==> src/rtl/ingr_pkg.sv <==
package ingr_pkg;
  typedef enum logic {
    CMD_IDLE  = 1'b0,
    CMD_WRITE = 1'b1
  } ingr_cmd_e;

  localparam int WORD_W = 16;
  localparam int HALF_W = 8;
endpackage

==> src/rtl/ingr_slot_sched.sv <==
module ingr_slot_sched #(
  parameter int PERIOD  = 10,
  parameter int NUM_ANT = 4
) (
  input  logic                                 clk,
  input  logic                                 rst,
  input  logic                                 wr_cmd,
  input  logic                                 hold0,
  output logic                                 slot_open,
  output logic                                 accept,
  output logic [(NUM_ANT > 1 ? $clog2(NUM_ANT) : 1)-1:0] slot_idx
);
  import ingr_pkg::*;
  localparam int CYC_W = (PERIOD > 1) ? $clog2(PERIOD) : 1;
  localparam int ANT_W = (NUM_ANT > 1) ? $clog2(NUM_ANT) : 1;
  localparam logic [CYC_W-1:0] LAST_ANT = CYC_W'(NUM_ANT - 1);
  localparam logic [CYC_W-1:0] LAST_CYC = CYC_W'(PERIOD - 1);

  logic [CYC_W-1:0] cyc;
  logic [CYC_W-1:0] cyc_nxt;

  assign slot_open = (cyc <= LAST_ANT);
  assign accept    = slot_open && (wr_cmd == CMD_WRITE);
  assign slot_idx  = ANT_W'(cyc);
  assign cyc_nxt   = (cyc == LAST_CYC) ? '0 : cyc + 1'b1;

  always_ff @(posedge clk) begin
    if (rst) begin
      cyc <= '0;
    end else if (!slot_open) begin
      cyc <= cyc_nxt;
    end else if (accept && !hold0) begin
      cyc <= cyc_nxt;
    end
  end

  // an unserved antenna slot freezes the counter
  p_stall_hold_r4: assert property (@(posedge clk) disable iff (rst)
    (slot_open && !accept) |=> $stable(cyc));
endmodule

==> src/rtl/ingr_sync_track.sv <==
module ingr_sync_track (
  input  logic clk,
  input  logic rst,
  input  logic accept,
  input  logic is_ant0,
  input  logic info,
  output logic waiting,
  output logic drop,
  output logic sync_hit
);
  logic take0;

  assign take0    = accept && is_ant0;
  assign drop     = waiting && take0 && !info;
  assign sync_hit = take0 && info;

  always_ff @(posedge clk) begin
    if (rst) begin
      waiting <= 1'b1;
    end else if (sync_hit) begin
      waiting <= 1'b0;
    end
  end

  // interrupt clears only after an accepted synced antenna-0 word
  p_clear_cause_r6: assert property (@(posedge clk) disable iff (rst)
    $fell(waiting) |-> $past(accept && is_ant0 && info));
  // once cleared, the wait state never comes back without reset
  p_no_rearm_r5: assert property (@(posedge clk) disable iff (rst)
    1'b1 |-> !$rose(waiting));
endmodule

==> src/rtl/ingr_lane_demux.sv <==
module ingr_lane_demux #(
  parameter int NUM_ANT = 4,
  parameter int QW      = 8
) (
  input  logic                                 clk,
  input  logic                                 rst,
  input  logic                                 accept,
  input  logic                                 drop,
  input  logic                                 sync_hit,
  input  logic [(NUM_ANT > 1 ? $clog2(NUM_ANT) : 1)-1:0] slot_idx,
  input  logic [15:0]                          wr_data,
  output logic [NUM_ANT*QW-1:0]                samp_i,
  output logic [NUM_ANT*QW-1:0]                samp_q,
  output logic [NUM_ANT-1:0]                   samp_valid,
  output logic                                 slot_sync
);
  import ingr_pkg::*;
  localparam int ANT_W = (NUM_ANT > 1) ? $clog2(NUM_ANT) : 1;

  logic keep;
  assign keep = accept && !drop;

  for (genvar k = 0; k < NUM_ANT; k++) begin : g_lane
    logic hit;
    assign hit = keep && (slot_idx == ANT_W'(k));
    always_ff @(posedge clk) begin
      if (rst) begin
        samp_valid[k]         <= 1'b0;
        samp_i[k*QW +: QW]    <= '0;
        samp_q[k*QW +: QW]    <= '0;
      end else begin
        samp_valid[k] <= hit;
        if (hit) begin
          samp_i[k*QW +: QW] <= wr_data[QW-1:0];
          samp_q[k*QW +: QW] <= wr_data[HALF_W +: QW];
        end
      end
    end
  end

  always_ff @(posedge clk) begin
    if (rst) slot_sync <= 1'b0;
    else     slot_sync <= sync_hit;
  end

  // never more than one lane strobes per cycle
  p_one_lane_r7: assert property (@(posedge clk) disable iff (rst)
    $onehot0(samp_valid));
  // slot sync always travels with the antenna-0 sample
  p_sync_lane0_r6: assert property (@(posedge clk) disable iff (rst)
    slot_sync |-> samp_valid[0]);
endmodule

==> src/rtl/ingr_ant_ingress.sv <==
module ingr_ant_ingress #(
  parameter int CLK_PER_CHIP = 20,
  parameter int OVERSAMPLE   = 2,
  parameter int NUM_ANT      = 4,
  parameter int QW           = 8
) (
  input  logic                  clk,
  input  logic                  rst,
  input  logic                  wr_cmd,
  input  logic [15:0]           wr_data,
  input  logic                  wr_info,
  output logic                  wr_accept,
  output logic                  sync_wait_irq,
  output logic [NUM_ANT*QW-1:0] samp_i,
  output logic [NUM_ANT*QW-1:0] samp_q,
  output logic [NUM_ANT-1:0]    samp_valid,
  output logic                  slot_sync
);
  localparam int PERIOD = CLK_PER_CHIP / OVERSAMPLE;
  localparam int ANT_W  = (NUM_ANT > 1) ? $clog2(NUM_ANT) : 1;

  logic             slot_open;
  logic [ANT_W-1:0] slot_idx;
  logic             drop;
  logic             sync_hit;

  ingr_slot_sched #(.PERIOD(PERIOD), .NUM_ANT(NUM_ANT)) u_sched (
    .clk(clk), .rst(rst), .wr_cmd(wr_cmd), .hold0(drop),
    .slot_open(slot_open), .accept(wr_accept), .slot_idx(slot_idx)
  );

  ingr_sync_track u_sync (
    .clk(clk), .rst(rst), .accept(wr_accept),
    .is_ant0(slot_idx == '0), .info(wr_info),
    .waiting(sync_wait_irq), .drop(drop), .sync_hit(sync_hit)
  );

  ingr_lane_demux #(.NUM_ANT(NUM_ANT), .QW(QW)) u_demux (
    .clk(clk), .rst(rst), .accept(wr_accept), .drop(drop),
    .sync_hit(sync_hit), .slot_idx(slot_idx), .wr_data(wr_data),
    .samp_i(samp_i), .samp_q(samp_q), .samp_valid(samp_valid),
    .slot_sync(slot_sync)
  );

  // accept only ever answers an offered write
  p_accept_needs_cmd_r2: assert property (@(posedge clk) disable iff (rst)
    wr_accept |-> wr_cmd);
endmodule

==> config.mk <==
export PLATFORM = sky130hd
export DESIGN_NAME = ingr_ant_ingress
export DESIGN_NICKNAME = d
export VERILOG_FILES = /design/src/rtl/ingr_pkg.sv /design/src/rtl/ingr_slot_sched.sv /design/src/rtl/ingr_sync_track.sv /design/src/rtl/ingr_lane_demux.sv /design/src/rtl/ingr_ant_ingress.sv
export SDC_FILE = /design/constraint.sdc
export NUM_CORES = 1
export LEC_CHECK = 0
export BUFFER_PORTS_ARGS = -buffer_cell sky130_fd_sc_hd__buf_2
export CORE_ASPECT_RATIO = 0.7
export CORE_MARGIN = 3
export CORE_UTILIZATION = 40
export DETAILED_ROUTE_END_ITERATION = 8
export GPL_TIMING_DRIVEN = 1
export HOLD_SLACK_MARGIN = 0.05
export PLACE_DENSITY = 0.75
export SLEW_MARGIN = 20
export SYNTH_ARGS = -nofsm -noshare
export SYNTH_HDL_FRONTEND = slang
export SYNTH_SLANG_ARGS = --single-unit
==> constraint.sdc <==
create_clock -name clk -period 2.8 [get_ports clk]
set_clock_uncertainty 0.1 [all_clocks]
set_input_delay 0 -clock clk [delete_from_list [all_inputs] [get_ports clk]]
set_output_delay 0 -clock clk [all_outputs]
set_load 0.05 [all_outputs]
==> results of run 1 <==
final timing paths:
path / from / endpoint / slack, ns / cells after the start
worst max-delay path: u_sched.cyc[0]$_SDFFE_PP0P_ / u_demux.samp_q[29]$_SDFFE_PP0P_ / 0.90 / 4
worst min register to register: u_demux.samp_q[13]$_SDFFE_PP0P_ / u_demux.samp_q[13]$_SDFFE_PP0P_ / 0.37 / 2
worst min-delay path: rst / u_demux.samp_q[10]$_SDFFE_PP0P_ / 0.08 / 3
worst max register to register: u_sched.cyc[0]$_SDFFE_PP0P_ / u_demux.samp_q[29]$_SDFFE_PP0P_ / 0.90 / 4
critical path: stages, from the launching register on:
cell	delay [ns]
dfxtp_1	0.51
nor2b_4	0.26
and3_1	0.50
buf_4	0.28
mux2i_1	0.18
where the power goes:
group | total, W | leakage [nW] | switching [W] | internal, W
logic | 0.000414 | 1.25 | 0.000277 | 0.000137
registers | 0.00113 | 0.600 | 0.0000313 | 0.00110
clock network | 0.000969 | 0.116 | 0.000381 | 0.000588
total | 0.00251 | 1.96 | 0.000689 | 0.00182
registers in the layout, indices dropped and copies added (netlist names):
| signal | cells |
|---|---|
| u_demux.slot_sync | 1 |
| u_demux.samp_i | 32 |
| u_sched.cyc | 4 |
| u_demux.samp_q | 32 |
| u_demux.samp_valid | 4 |
| u_sync.waiting | 1 |
routing by layer:
layer  up-vias  routed length (um)  GRT usage (%)
li1       1125                   -              -
met1      1035                3260           21.7
met2        87                3020           24.5
met3         4                 589           6.42
met4         0                  46           4.86
met5         -                   0              0
through the flow:
stage	util, %	total power, W
6_report	55.6	0.00251
5_1_grt	55.6	0.00261
4_1_cts	55.6	0.00254
3_5_place_dp	49.7	0.00155
3_3_place_gp	49.7	0.00155
2_1_floorplan	-	0.00146
synthesized netlist by cell type:
library cell,n,area (sq um)
mux2i_1,65,651
clkbuf_1,9,33.8
nor2_4,1,11.3
nor2_1,2,7.51
buf_6,4,45.0
buf_4,3,22.5
and2b_4,1,10.0
a221oi_1,1,8.76
nand2_4,1,11.3
nand3_1,2,10.0
nor2b_1,1,6.26
o32ai_1,1,8.76
or3_1,2,12.5
o21ai_0,1,5.00
nor2b_4,1,13.8
nand2b_1,83,519
dfxtp_1,74,1480
a22oi_1,1,7.51
a21oi_1,3,15.0
clkbuf_2,2,10.0
nand3_4,2,35.0
nor3b_4,1,18.8
and3_1,1,6.26
nor3b_1,3,22.5
nand2_1,3,11.3
a21o_1,1,7.51
o211ai_1,1,7.51
nor3_1,3,15.0
inv_1,2,7.51
cells by family (layout without fill, tap and decap cells):
logic type | count (synthesis) | in the layout | synth area share (%)
DFF | 74 | 74 | 49.0
buffers and inverters | 20 | 128 | 3.93
and+or+nand+nor | 107 | 107 | 23.5
muxes | 65 | 65 | 21.5
AOI/OAI and AO/OA | 9 | 9 | 1.99
cells in the final DEF (no fill, tap or decap):
cell           instances
clkbuf_1               1
dfxtp_1               74
dlygate4sd3_1         18
o32ai_1                1
nor3b_1                3
nor2b_4                1
a221oi_1               1
a22oi_1                1
inv_1                  2
buf_4                  3
and2b_4                1
nor2b_1                1
mux2i_1               65
nor2_4                 1
nand2b_1              83
clkbuf_8               9
nor3_1                 3
a21o_1                 1
a21oi_1                3
o21ai_0                1
nor3b_4                1
o211ai_1               1
nor2_1                 2
or3_1                  2
and3_1                 1
nand2_1                3
clkinv_2               1
bufinv_16              3
nand2_4                1
nand3_4                2
buf_2                 90
nand3_1                2
clkinv_4               1
area by class of cell:
type	instances	area, sq um	area share (%)
flip-flops and latches	74	1480	37.9
multi-input cells	181	1420	36.3
repair buffers	111	653	16.7
clock buffers	10	128	3.26
well taps	94	118	3.01
clock inverters	5	104	2.65
inverters	2	7.51	0.192
==> results.md, run 1 <==
* Outcome: complete, no violations
* Slew @ Worst Pin at 0.501 ns
* Arr. time, crit path at 2.07 ns
* Global-route wire length before repair at 10.9 mm
* Largest net degree at the start of global routing at 49
* Layout cell share with drive strength beyond 1 at 29.8%
* Initial antenna violation count at 0
* Drt first pass iters at 4
* Routed len/inst at 14.5 um
* Die area at 8650 sq um
* Seq cells post-synth at 74
* Yosys Warn Count at 0
* Max cap viols at 0
* Post-route cell area at 3910 sq um
* DIE HEIGHT at 78.7 um
* Starting Density at 42.9%
* Post-Syn Area at 3020 sq um
* Peak supply drop at 0.000257 V
* Clock root buffer: clkbuf_8
* Vias per cell at 4.72
* Reg clk slew, reported paths at 0.08 ns
* Post-layout min period at 1.90 ns
* GP Congestion at 0.748
* Clock Sinks at 74
* CTS tree: yes
* Total power divided by cell area at 642 nW/um^2
* Die width at 110 um
* Port Buf Inserts at 90
* RSZ-0062 raised after global routing: false
* Vias in the first global route at 2167
* Final period utilization at 68.0%
* Clock Tree Buf Depth at 2
* Dpl cell area at 3500 sq um
* Clk_lat worst skew at 0.34 ns
* CTS buffer count at 9
* CP Data Required Time at 2.97 ns
* CP Capture Type: flop
* Hold_ws at 0.0787 ns
* Fin. Hold Viols at 0
* Seq/Total Area, Yosys at 49.0%
* Fmax at 525 MHz
* Setup TNS Final at 0 ns
* Hold Buf Count CTS at 18
* Syn Inst Count at 275
* Cell variety after synth at 29
* Syn_area_per_cell at 11.0 sq um
* Crit path launch type: flop
* Syn nets at 295
* Pins Over Slew Limit at 0
* Final Non-Filler Cells at 477
* DRT Wirelength at 6.92 mm
* Vias at 2251
* HP Class: in -> reg
* Dpl hpwl at 4.73 mm
* Area grow syn2layout at 29.5%
* Core ar. at 7040 sq um
* Fill count at 629
* Critical path peak fanout at 8
* Worst slew margin at 66.6%
* DRT iter0 DRCs at 83
* N_diodes at 0
* Total track usage at 16.3%
* Final worst slack at 0.896 ns
* I/O Pins at 91
* # resized after CTS at 0
* Dpl ws at 0.924 ns
* H-tree depth at 3
* DRC viols at 0
* Final ANT Viol Nets at 0
* Nets@finish at 399
* Leak Pwr at 1.96 nW
* Gr ovfl total at 0
* Post-CTS setup buffer count at 0
* Rows at 25
* Critical path type: reg -> reg
* Post-Place Cells at 444
* Final setup fails at 0
Note: power is estimated with default switching activity, not from simulation.
==> inputs of run 2 (changes only) <==
- PLACE_DENSITY: 0.75 -> 0.77
- clock period: 2.8 -> 1.55 ns (I/O delays scaled with it)
==> results.md, run 2 (synthesis gave the netlist of run 1 again) <==
* Final ANT Viol Nets at 0 (unchanged)
* Peak supply drop at 0.000564 V (+120%)
* Max cap viols at 0 (unchanged)
* Vias per cell at 4.71 (-0.30%)
* R2r endpoint: u_demux.samp_i[30]$_SDFFE_PP0P_
* Post-CTS setup buffer count at 0 (unchanged)
* Die width at 110 um (unchanged)
* DRT Wirelength at 6.87 mm (-0.71%)
* DRT iter0 DRCs at 90 (+8.4%)
* Total power divided by cell area at 1120 nW/um^2 (+74%)
* Nets@finish at 406 (+1.8%)
* Leak Pwr at 2.01 nW (+2.2%)
* HP Class: reg -> reg
* Post-layout min period at 1.46 ns
* Vias at 2282 (+1.4%)
* Total track usage at 16.4% (+0.089 points)
* CP Capture Type: output pin
* Fmax at 684 MHz
* CP Data Required Time at 1.45 ns (-1.52 ns)
* N_diodes at 0 (unchanged)
* Commonest non-fill, non-tap cell in the layout: buf_2
* DRC viols at 0 (unchanged)
* Initial antenna violation count at 0 (unchanged)
* Routed len/inst at 14.2 um (-2.3%)
* Core ar. at 7040 sq um (unchanged)
* CTS buffer count at 9 (unchanged)
* R2R Setup Slk at 0.14 ns (-0.76 ns)
* Biggest regs: u_demux.samp_i: 32 flops, u_demux.samp_q: 32 flops
* Clock Tree Buf Depth at 2 (unchanged)
* Gr ovfl total at 0 (unchanged)
* Hold Path Origin: u_demux.samp_i[13]$_SDFFE_PP0P_
* Clk_lat worst skew at 0.34 ns (about the same)
* Starting Density at 42.9% (unchanged)
* I/O Pins at 91 (unchanged)
* Rows at 25 (unchanged)
* Vias in the first global route at 2258 (+4.2%)
* Most frequent cells in the layout: buf_2 (89), nand2b_1 (83), dfxtp_1 (74)
* Crit path launch type: flop
* CTS tree: yes
* Final setup fails at 0 (unchanged)
* H-tree depth at 3 (unchanged)
* Worst slew margin at 77.6% (+11 points)
* Arr. time, crit path at 1.36 ns (-0.71 ns)
* Fill count at 612 (-2.7%)
* Final worst slack at 0.0888 ns (-0.807 ns)
* Clock Sinks at 74 (unchanged)
* Outcome: complete, no violations
* Total power at 0.00447 W (+78%)
* Die area at 8650 sq um (unchanged)
* Final period utilization at 94.3%
* Critical path type: reg -> out
* Largest net degree at the start of global routing at 90 (+84%)
* RSZ-0062 raised after global routing: false
* Worst reg2reg startpoint: u_sched.cyc[0]$_SDFFE_PP0P_
* Port Buf Inserts at 90 (unchanged)
* Dpl hpwl at 4.70 mm (-0.58%)
* Layout cell share with drive strength beyond 1 at 31.2% (+1.4 points)
* DIE HEIGHT at 78.7 um (unchanged)
* Crit path from: u_sched.cyc[3]$_SDFFE_PP0P_
* Fin. Hold Viols at 0 (unchanged)
* Clock root buffer: clkbuf_8
* Worst reg2reg path depth at 4 (unchanged)
* Slew @ Worst Pin at 0.336 ns (-0.165 ns)
* Area grow syn2layout at 32.2%
* Critical path peak fanout at 7 (-1)
* Worst Setup EP: wr_accept
* Drt first pass iters at 4 (unchanged)
* GP Congestion at 0.752 (+0.55%)
* Global-route wire length before repair at 10.8 mm (-0.18%)
* Setup TNS Final at 0 ns (unchanged)
* Reg clk slew, reported paths at 0.07 ns (about the same)
* Pins Over Slew Limit at 0 (unchanged)
* Dpl ws at 0.126 ns (-0.798 ns)
## run 2: per-stage QoR
| stage | hold slack [ns] | util, % | instances | instance area, sq um |
|---|---|---|---|---|
| CTS | 0.368 | 56.7 | 485 | 3990 |
| global placement | 0.201 | 50.9 | 450 | 3580 |
| floorplan | 0.0639 | - | 275 | 3030 |
| detailed placement | 0.195 | 50.9 | 450 | 3580 |
| global route | 0.387 | 56.7 | 485 | 3990 |
| finish | 0.372 | 56.7 | 485 | 3990 |
## run 2: area by class of cell
type / instances / area [sq um] / share of cell area [%]
sequential: 74 / 1480 / 37.1
multi-input combinational: 181 / 1430 / 35.9
timing repair buffer: 118 / 736 / 18.4
clock buffer: 11 / 141 / 3.54
tap: 94 / 118 / 2.94
clock inverter: 5 / 77.6 / 1.94
inverter: 2 / 7.51 / 0.188
## run 2: how the worst min path moves through the flow
stage                                       to  slack, ns  cells after the start
2_1_floorplan     u_demux.slot_sync$_SDFF_PP0_       0.06                      1
3_3_place_gp      u_demux.slot_sync$_SDFF_PP0_       0.20                      2
3_5_place_dp      u_demux.slot_sync$_SDFF_PP0_       0.19                      2
4_1_cts           u_demux.slot_sync$_SDFF_PP0_       0.37                      3
5_1_grt        u_demux.samp_i[26]$_SDFFE_PP0P_       0.39                      2
6_report       u_demux.samp_i[13]$_SDFFE_PP0P_       0.37                      2
## run 2: critical path: stages (launching register included)
cell     delay [ns]
dfxtp_1        0.41
buf_4          0.19
nor3b_4        0.19
buf_4          0.22
## run 2: per-layer routing
layer / vias to the layer above / track usage, % / wire length, um
met1: 1051 / 19.6 / 3120
li1: 1139 / - / -
met3: 11 / 8.45 / 654
met4: 0 / 5.11 / 93
met2: 81 / 25.5 / 3000
met5: - / 0 / 0
## run 2: timing repair
item | CTS | global route
resized for setup | 0 | 2
setup endpoints to repair | 0 | 1
hold endpoints to repair | 69 | 0
hold buffers | 19 | 0
## run 2: report_power, final
part	switching (W)	internal, W	total [W]	leakage (nW)
clock network	0.000705	0.000946	0.00165	0.109
logic	0.000512	0.000276	0.000789	1.30
registers	0.0000457	0.00198	0.00203	0.600
total	0.00126	0.00321	0.00447	2.01
